**src/rtl/sqr_pkg.sv**
```systemverilog
package sqr_pkg;
   typedef enum logic [0:0] {
      SQ_IDLE = 1'b0,
      SQ_RUN  = 1'b1
   } sq_state_e;

   function automatic int unsigned sq_cnt_bits(input int unsigned w);
      return $clog2(w) + 1;
   endfunction
endpackage

```
**src/rtl/sqr_ctrl.sv**
```systemverilog
module sqr_ctrl
   import sqr_pkg::*;
#(
   parameter int unsigned WIDTH      = 32,
   parameter bit          EARLY_EXIT = 1'b1
) (
   input  logic clk,
   input  logic rst_n,
   input  logic start,
   input  logic op_zero,
   input  logic mplier_last,
   output logic load,
   output logic step,
   output logic busy,
   output logic done
);
   localparam int unsigned CNT_W = sq_cnt_bits(WIDTH);

   sq_state_e         state_q, state_d;
   logic [CNT_W-1:0]  cnt_q;
   logic              done_q;
   logic              finish;
   logic              zero_go;

   assign load = (state_q == SQ_IDLE) && start;
   assign step = (state_q == SQ_RUN);
   assign busy = step;
   assign done = done_q;

   generate
      if (EARLY_EXIT) begin : g_early
         assign finish  = mplier_last;
         assign zero_go = load && op_zero;
      end else begin : g_fixed
         assign finish  = (cnt_q == CNT_W'(WIDTH - 1));
         assign zero_go = 1'b0;
      end
   endgenerate

   always_comb begin
      state_d = state_q;
      unique case (state_q)
         SQ_IDLE: if (load && !zero_go) state_d = SQ_RUN;
         SQ_RUN:  if (finish)           state_d = SQ_IDLE;
         default:                       state_d = SQ_IDLE;
      endcase
   end

   always_ff @(posedge clk or negedge rst_n) begin
      if (!rst_n) begin
         state_q <= SQ_IDLE;
         cnt_q   <= '0;
         done_q  <= 1'b0;
      end else begin
         state_q <= state_d;
         done_q  <= zero_go || (step && finish);
         if (load)      cnt_q <= '0;
         else if (step) cnt_q <= cnt_q + 1'b1;
      end
   end

   p_done_pulse_r7: assert property (@(posedge clk) disable iff (!rst_n)
      done_q |=> !done_q);
   p_done_idle_r7: assert property (@(posedge clk) disable iff (!rst_n)
      done_q |-> !busy);
   p_busy_from_load_r6: assert property (@(posedge clk) disable iff (!rst_n)
      $rose(busy) |-> $past(load));
   p_iter_bound_r5: assert property (@(posedge clk) disable iff (!rst_n)
      busy |-> (cnt_q < CNT_W'(WIDTH)));

   generate
      if (EARLY_EXIT) begin : g_zero_chk
         p_zero_op_r3: assert property (@(posedge clk) disable iff (!rst_n)
            (load && op_zero) |=> (done_q && !busy));
      end
   endgenerate
endmodule

```
**src/rtl/sqr_dpath.sv**
```systemverilog
module sqr_dpath #(
   parameter int unsigned WIDTH = 32
) (
   input  logic             clk,
   input  logic             rst_n,
   input  logic             load,
   input  logic             step,
   input  logic [WIDTH-1:0] operand,
   output logic             op_zero,
   output logic             mplier_last,
   output logic [WIDTH-1:0] acc
);
   logic [WIDTH-1:0] mcand_q;
   logic [WIDTH-1:0] mplier_q;
   logic [WIDTH-1:0] acc_q;
   logic [WIDTH-1:0] mplier_shr;
   logic [WIDTH-1:0] addend;

   assign op_zero     = (operand == '0);
   assign mplier_shr  = mplier_q >> 1;
   assign mplier_last = (mplier_shr == '0);
   assign addend      = mplier_q[0] ? mcand_q : '0;
   assign acc         = acc_q;

   always_ff @(posedge clk or negedge rst_n) begin
      if (!rst_n) begin
         mcand_q  <= '0;
         mplier_q <= '0;
         acc_q    <= '0;
      end else if (load) begin
         mcand_q  <= operand;
         mplier_q <= operand;
         acc_q    <= '0;
      end else if (step) begin
         mcand_q  <= mcand_q << 1;
         mplier_q <= mplier_shr;
         acc_q    <= acc_q + addend;
      end
   end

   p_mplier_shift_r4: assert property (@(posedge clk) disable iff (!rst_n)
      step |=> (mplier_q == ($past(mplier_q) >> 1)));
   p_load_clear_r2: assert property (@(posedge clk) disable iff (!rst_n)
      load |=> ((acc_q == '0) && (mcand_q == mplier_q)));
   p_acc_hold_r8: assert property (@(posedge clk) disable iff (!rst_n)
      (!load && !step) |=> $stable(acc_q));
endmodule

```
**src/rtl/seq_squarer.sv**
```systemverilog
module seq_squarer #(
   parameter int unsigned WIDTH      = 32,
   parameter bit          EARLY_EXIT = 1'b1
) (
   input  logic             clk,
   input  logic             rst_n,
   input  logic             start,
   input  logic [WIDTH-1:0] operand,
   output logic             busy,
   output logic             done,
   output logic [WIDTH-1:0] result
);
   generate
      if (WIDTH < 2) begin : g_bad_width
         $error("seq_squarer: WIDTH must be at least 2");
      end
   endgenerate

   logic load;
   logic step;
   logic op_zero;
   logic mplier_last;

   sqr_ctrl #(.WIDTH(WIDTH), .EARLY_EXIT(EARLY_EXIT)) u_ctrl (
      .clk        (clk),
      .rst_n      (rst_n),
      .start      (start),
      .op_zero    (op_zero),
      .mplier_last(mplier_last),
      .load       (load),
      .step       (step),
      .busy       (busy),
      .done       (done)
   );

   sqr_dpath #(.WIDTH(WIDTH)) u_dpath (
      .clk        (clk),
      .rst_n      (rst_n),
      .load       (load),
      .step       (step),
      .operand    (operand),
      .op_zero    (op_zero),
      .mplier_last(mplier_last),
      .acc        (result)
   );

   p_result_hold_r8: assert property (@(posedge clk) disable iff (!rst_n)
      (!busy && !start) |=> $stable(result));
   p_done_has_result_r2: assert property (@(posedge clk) disable iff (!rst_n)
      done |-> !busy);
endmodule

```
**config.mk**
```make
export PLATFORM = sky130hd
export DESIGN_NAME = seq_squarer
export DESIGN_NICKNAME = d
export VERILOG_FILES = /design/src/rtl/sqr_pkg.sv /design/src/rtl/sqr_ctrl.sv /design/src/rtl/sqr_dpath.sv /design/src/rtl/seq_squarer.sv
export SDC_FILE = /design/constraint.sdc
export NUM_CORES = 1
export LEC_CHECK = 0
export ABC_AREA = 1
export ABC_CLOCK_PERIOD_IN_PS = 2500
export CAP_MARGIN = 40
export CORE_MARGIN = 4
export CORE_UTILIZATION = 64
export CTS_BUF_LIST = sky130_fd_sc_hd__clkbuf_2 sky130_fd_sc_hd__clkbuf_4 sky130_fd_sc_hd__clkbuf_8
export DETAILED_ROUTE_END_ITERATION = 10
export DONT_BUFFER_PORTS = 1
export PLACE_DENSITY = 0.8
export SKIP_LAST_GASP = 1
export SYNTH_ARGS = -nofsm -noshare
export SYNTH_HDL_FRONTEND = slang
export SYNTH_HIERARCHICAL = 1
export SYNTH_SLANG_ARGS = --single-unit
```
**constraint.sdc**
```tcl
create_clock -name clk -period 2.5 [get_ports clk]
set_input_delay 0.375 -clock clk [delete_from_list [all_inputs] [get_ports clk]]
set_output_delay 0.375 -clock clk [all_outputs]
set_load 0.005 [all_outputs]
```
==> out/summary.txt, run 1 <==
Mapped Area: 0.00671 mm2
# H-tree levels: 3
CP Cell Sequence: nand2_1, inv_1, ha_1, inv_1, fa_1, inv_1, nand3_1, nand3_1, nand3_1, nand3_2, nand2_1, nand2_1, nand2_1, nand3_1, nand2_1
router iterations before antenna repair: 5
Compound-Gate Fraction of Synth Area: 10.2%
largest family of logic cells by synthesized area: simple AND/OR/NAND/NOR gates
Worst Skew: 7.11 ps
gr ovfl total: 0
I/O pin total: 69
max cap viols: 0
CTS Root Cell: clkbuf_8
setup tns final: 0 ps
Pwr Density: 1130 mW/mm2
WL per Instance: 14.4 um
pre-CTS setup slack: 209 ps
Die ar.: 0.0122 mm2
CP max stage delay: 440 ps
Yosys reg bits: 98
count of input and output buffers: 0
net switching power: 3.69 mW
final core occ: 68.9%
Syn. warnings: 6
critical path endpoint category: flop
Placer Congestion: 0.916
Comb power frac: 49.8%
detailed placement HPWL: 12200 um
sequential power share: 35.6%
Synth Instances: 975
largest cells by area after synthesis: dfrtp_1 (37%), nand2_1 (20%), inv_1 (10%)
reg-to-reg critical path endpoint: u_dpath/acc[28]
area leader, netlist: dfrtp_1
register area: 0.00245 mm2
maximum VDD drop: 0.000628 V
wirelength, routed: 16000 um
slowest CP cell: dfrtp_2
cell count of the worst reg-to-reg path: 15
post-route non-filler standard cell count: 1108
Hold Crit Class: in2async
Post-Synth Simple-Gate Area: 32.7%
Critical Path Source Type: flop
fill cell count: 944
Final Cycle Share: 89.9%
layout cell share with drive strength beyond 1: 7.82%
Initial Util: 65.2%
initial antenna violation count: 0
Starting DRT DRC Count: 547
worst r2r src: u_dpath/mplier_q[0]
synth unique cells: 36
placed cell count: 1093
Post-CTS Setup Bufs: 0
R2R Setup Slk: 250 ps
Hold WS: -318 ps
Data required, critical path: 2760 ps
Worst path most repeated cell: nand2_1
Internal: 4.34 mW
detailed-route via count: 6032
Synth top area share: 36.6%
footprint of the multi-input gates: 0.00340 mm2
CTS clk-pin slew, worst paths: 100 ps
area of the core: 0.0103 mm2
async set or reset register ratio after synthesis: 100%
Die H: 110 um
Syn Area/Cell: 6.88 um2
Longest Clk Path Bufs: 2
fmax: 445 MHz
Setup violations, final: 0
outcome: finished, violations left
multiplexer share of the synthesized area: 0%
CTS tree: built
Min Clock Period, post-route: 2250 ps
worst relative slew slack: 68.3%
largest net degree at the start of global routing: 99
Post-DRT Antenna Nets: 0
post-synthesis sequential area ratio: 36.6%
Lkg Pwr: 3.99 nW
chip width: 110 um
vias in the first global route: 5751
xor-xnor portion of the synthesized cell area: 1.57%
Nets: 1035
Tot Pwr: 8.03 mW
design area: 0.00708 mm2
top cells by count, synth: nand2_1 (359), inv_1 (187), dfrtp_1 (98), nand3_1 (51), o221ai_1 (39)
Crit Path Class: reg2reg
most common cell in the synthesized netlist: nand2_1
post-DR vias/cell: 5.44
CP max FO: 9
GR Util All Layers: 28.2%
ANT cells: 0
Synth Flop Type: dfrtp_1
CTS Sinks: 98
Area Overhead vs Synth: 5.56%
Clock Latency Late Sink: 370 ps
syn_nets: 1042
Cell Rows: 37
RSZ-0062 raised after global routing: no
worst setup slack after layout: 254 ps
clock share of power: 14.5%
Post-synth EDFFs: 0
DRC Markers: 0
max-slew violation count: 0
Least-Margin Pin Slew: 472 ps
cts bufs inserted: 9
Synth Area in Adders: 6.08%
Worst Path Arrival: 2510 ps
Switching Fraction: 45.9%
dpl cell area: 0.00685 mm2
Final Hold Viols: 98
failing checks: hold timing
first-pass GRT wire length: 26700 um
per-layer routing:
| metal | up-vias | global-route usage (%) | wire [um] |
|---|---|---|---|
| li1 | 3049 | - | - |
| met1 | 2749 | 41.2 | 7530 |
| met2 | 212 | 43.5 | 7130 |
| met3 | 22 | 3.32 | 1070 |
| met4 | 0 | 9.85 | 280 |
| met5 | - | 0 | 0 |
how the worst max path moves through the flow:
stage	cells past startpoint	end	from
3_3_place_gp	13	u_dpath/acc[17]	u_dpath/mplier_q[0]
4_1_cts	14	u_dpath/acc[21]	u_dpath/mplier_q[0]
5_1_grt	15	u_dpath/acc[28]	u_dpath/mplier_q[0]
3_5_place_dp	14	u_dpath/acc[21]	u_dpath/mplier_q[0]
6_report	15	u_dpath/acc[28]	u_dpath/mplier_q[0]
2_1_floorplan	17	u_dpath/acc[28]	u_dpath/mplier_q[0]
power by group through the flow:
stage               combinational [mW]  clock [mW]  sequential (mW)
floorplan                         3.17           0             2.69
global placement                  3.86           0             2.87
detailed placement                3.94           0             2.89
CTS                               3.96        1.20             2.86
global route                      4.59        1.27             2.95
finish                            4.00        1.17             2.86
sequential cells by signal (all words and copies together), names as in the netlist:
signal and flops:
u_dpath/acc 32, u_dpath/mcand_q 32, u_ctrl/busy 1, u_ctrl/done 1, u_dpath/mplier_q 32
logic make-up (layout without fill, tap and decap cells):
group | after synthesis | count (layout)
AOI/OAI and AO/OA | 97 | 97
xor gates and xnor gates | 12 | 12
adders and majority gates | 32 | 32
buffers and inverters | 225 | 222
DFF | 98 | 98
and+or+nand+nor | 511 | 511
critical path, delay by kind of cell (launching register included):
kind,cells,cell delay [ps]
adders and majority gates,2,590
DFF,1,440
and+or+nand+nor,10,860
buffers and inverters,3,230
layout by cell type (no fill, tap or decap), types with 2 or more instances in the layout:
cell type	netlist	layout
nor2_1	38	36
nand2_1	359	359
nand3_2	7	7
nand3b_1	4	4
o21ai_1	8	8
a21oi_2	3	3
xor2_1	2	2
clkinv_4	0	2
nand4_1	9	9
nor4_1	14	14
o21bai_1	2	2
buf_4	2	7
nand2_2	16	16
nand3_1	51	51
xnor2_1	10	10
nor2_4	2	3
bufinv_16	0	2
ha_1	31	31
o211ai_1	10	10
nor2_2	5	6
clkbuf_8	0	10
inv_2	11	11
nor3_2	3	3
o21ai_0	10	10
dfrtp_1	98	97
a21oi_1	21	21
o221ai_1	39	39
inv_1	187	187
cell type report:
class	instances	area share (%)
clock buffer	10	1.94
clock inverter	5	1.22
tap	136	2.40
sequential	98	34.7
timing repair buffer	9	1.18
multi-input combinational	652	48.1
inverter	198	10.5
what timing repair did:
item	in CTS	in global routing
gates resized for setup	0	3
endpoints found under the hold margin	98	98
setup endpoints to repair	0	9
Note: power is estimated with default switching activity, not from simulation.
==> inputs of run 2 (changes only) <==
--- a/config.mk
+++ b/config.mk
@@ -6,7 +6,7 @@
 export NUM_CORES = 1
 export LEC_CHECK = 0
 export ABC_AREA = 1
-export ABC_CLOCK_PERIOD_IN_PS = 2500
+export ABC_CLOCK_PERIOD_IN_PS = 2900
 export CAP_MARGIN = 40
 export CORE_MARGIN = 4
 export CORE_UTILIZATION = 64
==> constraint.sdc (replaced) <==
create_clock -name clk -period 2.9 [get_ports clk]
set_input_delay 0.435 -clock clk [delete_from_list [all_inputs] [get_ports clk]]
set_output_delay 0.435 -clock clk [all_outputs]
set_load 0.005 [all_outputs]
==> out/summary.txt, run 2 (synthesized netlist as in run 1, its figures left out) <==
Longest Clk Path Bufs: 2 (unchanged)
CP max FO: 32 (was 9)
Hold Path Stages: 2
count of input and output buffers: 0 (unchanged)
Setup violations, final: 0 (unchanged)
# H-tree levels: 3 (unchanged)
Data required, critical path: 3150 ps (was 2760 ps)
Lkg Pwr: 3.98 nW (was 3.99 nW)
Placer Congestion: 0.973 (was 0.916)
Least-Margin Pin Slew: 556 ps (was 472 ps)
Min Clock Period, post-route: 2290 ps (was 2250 ps)
DRC Markers: 0 (unchanged)
ANT cells: 0 (unchanged)
CTS Root Cell: clkbuf_8 (unchanged)
Die H: 110 um (unchanged)
final core occ: 68.6% (was 68.9%)
Nets: 1035 (unchanged)
chip width: 110 um (unchanged)
layout cell share with drive strength beyond 1: 7.51% (was 7.82%)
CTS clk-pin slew, worst paths: 100 ps (about the same)
first-pass GRT wire length: 26100 um (was 26700 um)
initial antenna violation count: 0 (unchanged)
worst relative slew slack: 62.9% (was 68.3%)
most common cell after layout, fill and taps aside: nand2_1 (unchanged)
gr ovfl total: 0 (unchanged)
Pwr Density: 954 mW/mm2 (was 1130 mW/mm2)
I/O pin total: 69 (unchanged)
RSZ-0062 raised after global routing: no (unchanged)
detailed-route via count: 5967 (was 6032)
Starting DRT DRC Count: 383 (was 547)
max-slew violation count: 0 (unchanged)
vias in the first global route: 5541 (was 5751)
Hold Crit Class: in2reg (was in2async)
Hold Startpoint: start
router iterations before antenna repair: 5 (unchanged)
reg-to-reg critical path endpoint: u_dpath/acc[24] (was u_dpath/acc[28])
Cell Rows: 37 (unchanged)
CTS Sinks: 98 (unchanged)
CTS tree: built (unchanged)
outcome: completed (was finished, violations left)
R2R Setup Slk: 610 ps (was 250 ps)
area of the core: 0.0103 mm2 (unchanged)
GR Util All Layers: 27.5% (was 28.2%)
Die ar.: 0.0122 mm2 (unchanged)
cell count of the worst reg-to-reg path: 13 (was 15)
WL per Instance: 14.2 um (was 14.4 um)
max cap viols: 0 (unchanged)
critical path endpoint category: flop (unchanged)
largest net degree at the start of global routing: 99 (unchanged)
cts bufs inserted: 9 (unchanged)
Critical Path Source Type: flop (unchanged)
Post-DRT Antenna Nets: 0 (unchanged)
detailed placement HPWL: 12100 um (was 12200 um)
maximum VDD drop: 0.000587 V (was 0.000628 V)
Worst Path Arrival: 2540 ps (was 2510 ps)
fmax: 437 MHz (was 445 MHz)
setup tns final: 0 ps (unchanged)
Worst Skew: 8.05 ps (was 7.11 ps)
Area Overhead vs Synth: 5.19% (was 5.56%)
Final Cycle Share: 78.8% (was 89.9%)
Crit Path Class: reg2reg (unchanged)
Post-CTS Setup Bufs: 0 (unchanged)
Final Hold Viols: 0 (was 98)
most frequent cells in the layout: nand2_1 (359), inv_1 (187), dfrtp_1 (98), nand3_1 (51), o221ai_1 (39) (was nand2_1 (359), inv_1 (187), dfrtp_1 (97), nand3_1 (51), o221ai_1 (39))
worst r2r src: u_dpath/mplier_q[0] (unchanged)
Initial Util: 65.2% (unchanged)
Hold Path Sink: u_ctrl/done
wirelength, routed: 15700 um (was 16000 um)
post-DR vias/cell: 5.39 (was 5.44)
Clock Latency Late Sink: 360 ps (was 370 ps)
-- run 2: worst max-delay path by stage --
| stage | startpoint | end | cells past startpoint |
|---|---|---|---|
| finish | u_dpath/mplier_q[0] | u_dpath/acc[24] | 13 |
| global route | u_dpath/mplier_q[0] | u_dpath/acc[29] | 12 |
| CTS | u_dpath/mplier_q[0] | u_dpath/acc[24] | 13 |
| detailed placement | u_dpath/mplier_q[0] | u_dpath/acc[24] | 13 |
| global placement | u_dpath/mplier_q[0] | u_dpath/acc[24] | 13 |
| floorplan | u_dpath/mplier_q[0] | u_dpath/acc[28] | 17 |
-- run 2: routing by layer --
| layer | global-route usage (%) | part of all wire [%] | up-vias |
|---|---|---|---|
| met5 | 0 | 0 | - |
| met4 | 9.32 | 1.9 | 0 |
| met2 | 41.0 | 43 | 188 |
| met3 | 4.02 | 6.3 | 22 |
| li1 | - | - | 3052 |
| met1 | 41.1 | 49 | 2705 |
-- run 2: layout make-up --
type | instances | area (um2)
clock inverters | 5 | 40.0
clock buffers | 10 | 131
flip-flops and latches | 98 | 2450
repair buffers | 9 | 115
inverters | 198 | 743
fillers | 939 | 3220
multi-input cells | 652 | 3400
well taps | 136 | 170
-- run 2: what timing repair did --
action                                  CTS  global route
endpoints found under the hold margin    98             0
hold buffers                              2             0
endpoints found under the setup margin    0             0
gates resized for setup                   0             0
-- run 2: critical path: stages (launching register included) --
cell     delay, ps
dfrtp_1        350
buf_4          320
nand2_1        150
fa_1           470
inv_1          110
nand3_1         70
nand3_1        150
nand2_1        100
nand2_1        110
nand2_1         80
nand3_1         90
nand2_1         50
nand3_1         70
nand2_1         60
-- run 2: metrics by stage --
step / setup WS, ps / hold slack (ps) / power (mW) / instances / area [um2]
2_1_floorplan: 606 / 139 / 5.05 / 975 / 6710
3_3_place_gp: 698 / 142 / 5.81 / 1091 / 6840
3_5_place_dp: 664 / 142 / 5.89 / 1091 / 6840
4_1_cts: 644 / 194 / 6.73 / 1108 / 7050
5_1_grt: 407 / 203 / 7.39 / 1108 / 7050
6_report: 613 / 203 / 6.73 / 1108 / 7050
-- run 2: report_power, final --
group	switching, mW	internal (mW)	total [mW]
clock network	0.485	0.324	0.809
registers	0.487	1.97	2.46
logic	2.20	1.26	3.46
==> inputs of run 3 (changes only) <==
--- a/config.mk
+++ b/config.mk
@@ -6,7 +6,7 @@
 export NUM_CORES = 1
 export LEC_CHECK = 0
 export ABC_AREA = 1
-export ABC_CLOCK_PERIOD_IN_PS = 2900
+export ABC_CLOCK_PERIOD_IN_PS = 2250
 export CAP_MARGIN = 40
 export CORE_MARGIN = 4
 export CORE_UTILIZATION = 64
==> constraint.sdc (replaced) <==
create_clock -name clk -period 2.25 [get_ports clk]
set_input_delay 0.3375 -clock clk [delete_from_list [all_inputs] [get_ports clk]]
set_output_delay 0.3375 -clock clk [all_outputs]
set_load 0.005 [all_outputs]
==> out/summary.txt, run 3 (synthesized netlist as in run 1, its figures left out) <==
Lkg Pwr: 3.97 nW (was 3.98 nW)
Least-Margin Pin Slew: 545 ps (was 556 ps)
CP max FO: 25 (was 32)
reg-to-reg critical path endpoint: u_dpath/acc[31] (was u_dpath/acc[24])
Critical Path Source Type: flop (unchanged)
chip width: 110 um (unchanged)
largest net degree at the start of global routing: 99 (unchanged)
Starting DRT DRC Count: 495 (was 383)
Min Clock Period, post-route: 2110 ps (was 2290 ps)
first-pass GRT wire length: 26800 um (was 26100 um)
vias in the first global route: 5644 (was 5541)
net switching power: 4.24 mW (was 3.17 mW)
CTS tree: built (unchanged)
most common cell after layout, fill and taps aside: nand2_1 (unchanged)
Cell Rows: 37 (unchanged)
fmax: 473 MHz (was 437 MHz)
GR Util All Layers: 28.0% (was 27.5%)
Die ar.: 0.0122 mm2 (unchanged)
worst setup slack after layout: 135 ps (was 613 ps)
CTS Root Cell: clkbuf_8 (unchanged)
post-DR vias/cell: 5.53 (was 5.39)
CTS clk-pin slew, worst paths: 100 ps (about the same)
Area Overhead vs Synth: 8.12% (was 5.19%)
Crit Path Class: reg2reg (unchanged)
Data required, critical path: 2520 ps (was 3150 ps)
wirelength, routed: 16300 um (was 15700 um)
I/O pin total: 69 (unchanged)
outcome: finished, violations left (was completed)
worst relative slew slack: 63.7% (was 62.9%)
detailed-route via count: 6143 (was 5967)
Worst Skew: 7.81 ps (was 8.05 ps)
gr ovfl total: 0 (unchanged)
max-slew violation count: 0 (unchanged)
Pwr Density: 1260 mW/mm2 (was 954 mW/mm2)
design area: 0.00725 mm2 (was 0.00705 mm2)
Internal: 4.89 mW (was 3.55 mW)
DRC Markers: 0 (unchanged)
cell count of the worst reg-to-reg path: 14 (was 13)
# H-tree levels: 3 (unchanged)
WL per Instance: 14.7 um (was 14.2 um)
Hold Crit Class: in2async (was in2reg)
max cap viols: 0 (unchanged)
count of input and output buffers: 0 (unchanged)
CTS Sinks: 98 (unchanged)
Initial Util: 65.2% (unchanged)
Nets: 1037 (was 1035)
Final Cycle Share: 94.0% (was 78.8%)
fill cell count: 852 (was 939)
initial antenna violation count: 0 (unchanged)
router iterations before antenna repair: 6 (was 5)
Comb power frac: 51.6% (was 51.4%)
sequential power share: 35.3% (was 36.6%)
pre-CTS setup slack: 76.3 ps (was 664 ps)
cts bufs inserted: 9 (unchanged)
maximum VDD drop: 0.000845 V (was 0.000587 V)
RSZ-0062 raised after global routing: yes (was no)
Setup violations, final: 0 (unchanged)
Clock Latency Late Sink: 380 ps (was 360 ps)
ANT cells: 0 (unchanged)
Post-DRT Antenna Nets: 0 (unchanged)
dpl cell area: 0.00685 mm2 (was 0.00684 mm2)
area of the core: 0.0103 mm2 (unchanged)
Worst Path Arrival: 2380 ps (was 2540 ps)
critical path endpoint category: flop (unchanged)
worst r2r src: u_dpath/mplier_q[0] (unchanged)
failing checks: hold timing
Hold WS: -360 ps (was 203 ps)
most frequent cells in the layout: nand2_1 (356), inv_1 (186), dfrtp_1 (98), nand3_1 (50), o221ai_1 (39) (was nand2_1 (359), inv_1 (187), dfrtp_1 (98), nand3_1 (51), o221ai_1 (39))
R2R Setup Slk: 140 ps (was 610 ps)
Switching Fraction: 46.4% (was 47.2%)
Longest Clk Path Bufs: 2 (unchanged)
detailed placement HPWL: 12200 um (was 12100 um)
Placer Congestion: 0.935 (was 0.973)
Die H: 110 um (unchanged)
clock share of power: 13.2% (was 12.0%)
layout cell share with drive strength beyond 1: 10.7% (was 7.51%)
Final Hold Viols: 98 (was 0)
-- run 3: through the flow --
stage | util [%] | total power, mW | hold WS [ps] | setup TNS [ps] | std cells
6_report | 70.5 | 9.13 | -360 | 0 | 1110
4_1_cts | 68.6 | 8.79 | -370 | 0 | 1109
3_5_place_dp | 66.7 | 7.59 | 45.2 | 0 | 1094
2_1_floorplan | - | 6.51 | 41.9 | 0 | 975
5_1_grt | 70.5 | 9.95 | -389 | -97.0 | 1110
3_3_place_gp | 66.7 | 7.49 | 44.8 | 0 | 1094
-- run 3: how the worst max path moves through the flow --
stage,start,endpoint,slack [ps],depth (start not counted)
3_5_place_dp,u_dpath/mplier_q[0],u_dpath/acc[31],80,14
3_3_place_gp,u_dpath/mplier_q[0],u_dpath/acc[31],110,14
4_1_cts,u_dpath/mplier_q[0],u_dpath/acc[31],60,14
2_1_floorplan,u_dpath/mplier_q[0],u_dpath/acc[28],50,17
6_report,u_dpath/mplier_q[0],u_dpath/acc[31],140,14
5_1_grt,u_dpath/mplier_q[0],u_dpath/acc[29],-40,15
-- run 3: final cells by class --
cell class	instances	area [um2]	share of cell area [%]
inverter	198	743	10.3
timing repair buffer	11	95.1	1.31
tap	136	170	2.35
multi-input combinational	652	3590	49.5
clock inverter	5	62.6	0.863
sequential	98	2450	33.8
clock buffer	10	138	1.90
-- run 3: power groups by stage --
stage | registers [mW] | logic [mW] | clock network (mW)
2_1_floorplan | 2.99 | 3.52 | 0
6_report | 3.22 | 4.71 | 1.20
5_1_grt | 3.33 | 5.31 | 1.31
3_5_place_dp | 3.21 | 4.37 | 0
4_1_cts | 3.18 | 4.39 | 1.22
3_3_place_gp | 3.20 | 4.29 | 0
-- run 3: metal layers --
metal  up-vias  GRT usage, %  part of all wire [%]
li1       3062             -                     -
met1      2808          42.0                    47
met2       235          41.2                    43
met3        38          4.60                   6.9
met4         0          9.59                   2.6
met5         -             0                     0
-- run 3: critical path, cell delays in order, from the launching register on --
cell,delay (ps)
dfrtp_1,430
buf_12,180
nand2_1,60
inv_1,50
ha_1,350
nand2_1,170
inv_1,50
nand2_1,60
nand2_1,60
inv_1,60
nand2_1,90
a21oi_2,190
nand3_1,100
nand3_1,80
nand2_1,60
-- run 3: what timing repair did --
item	CTS	global route
gates resized for setup	0	32
buffers inserted	0	1
setup endpoints to repair	0	16
hold endpoints to repair	98	98
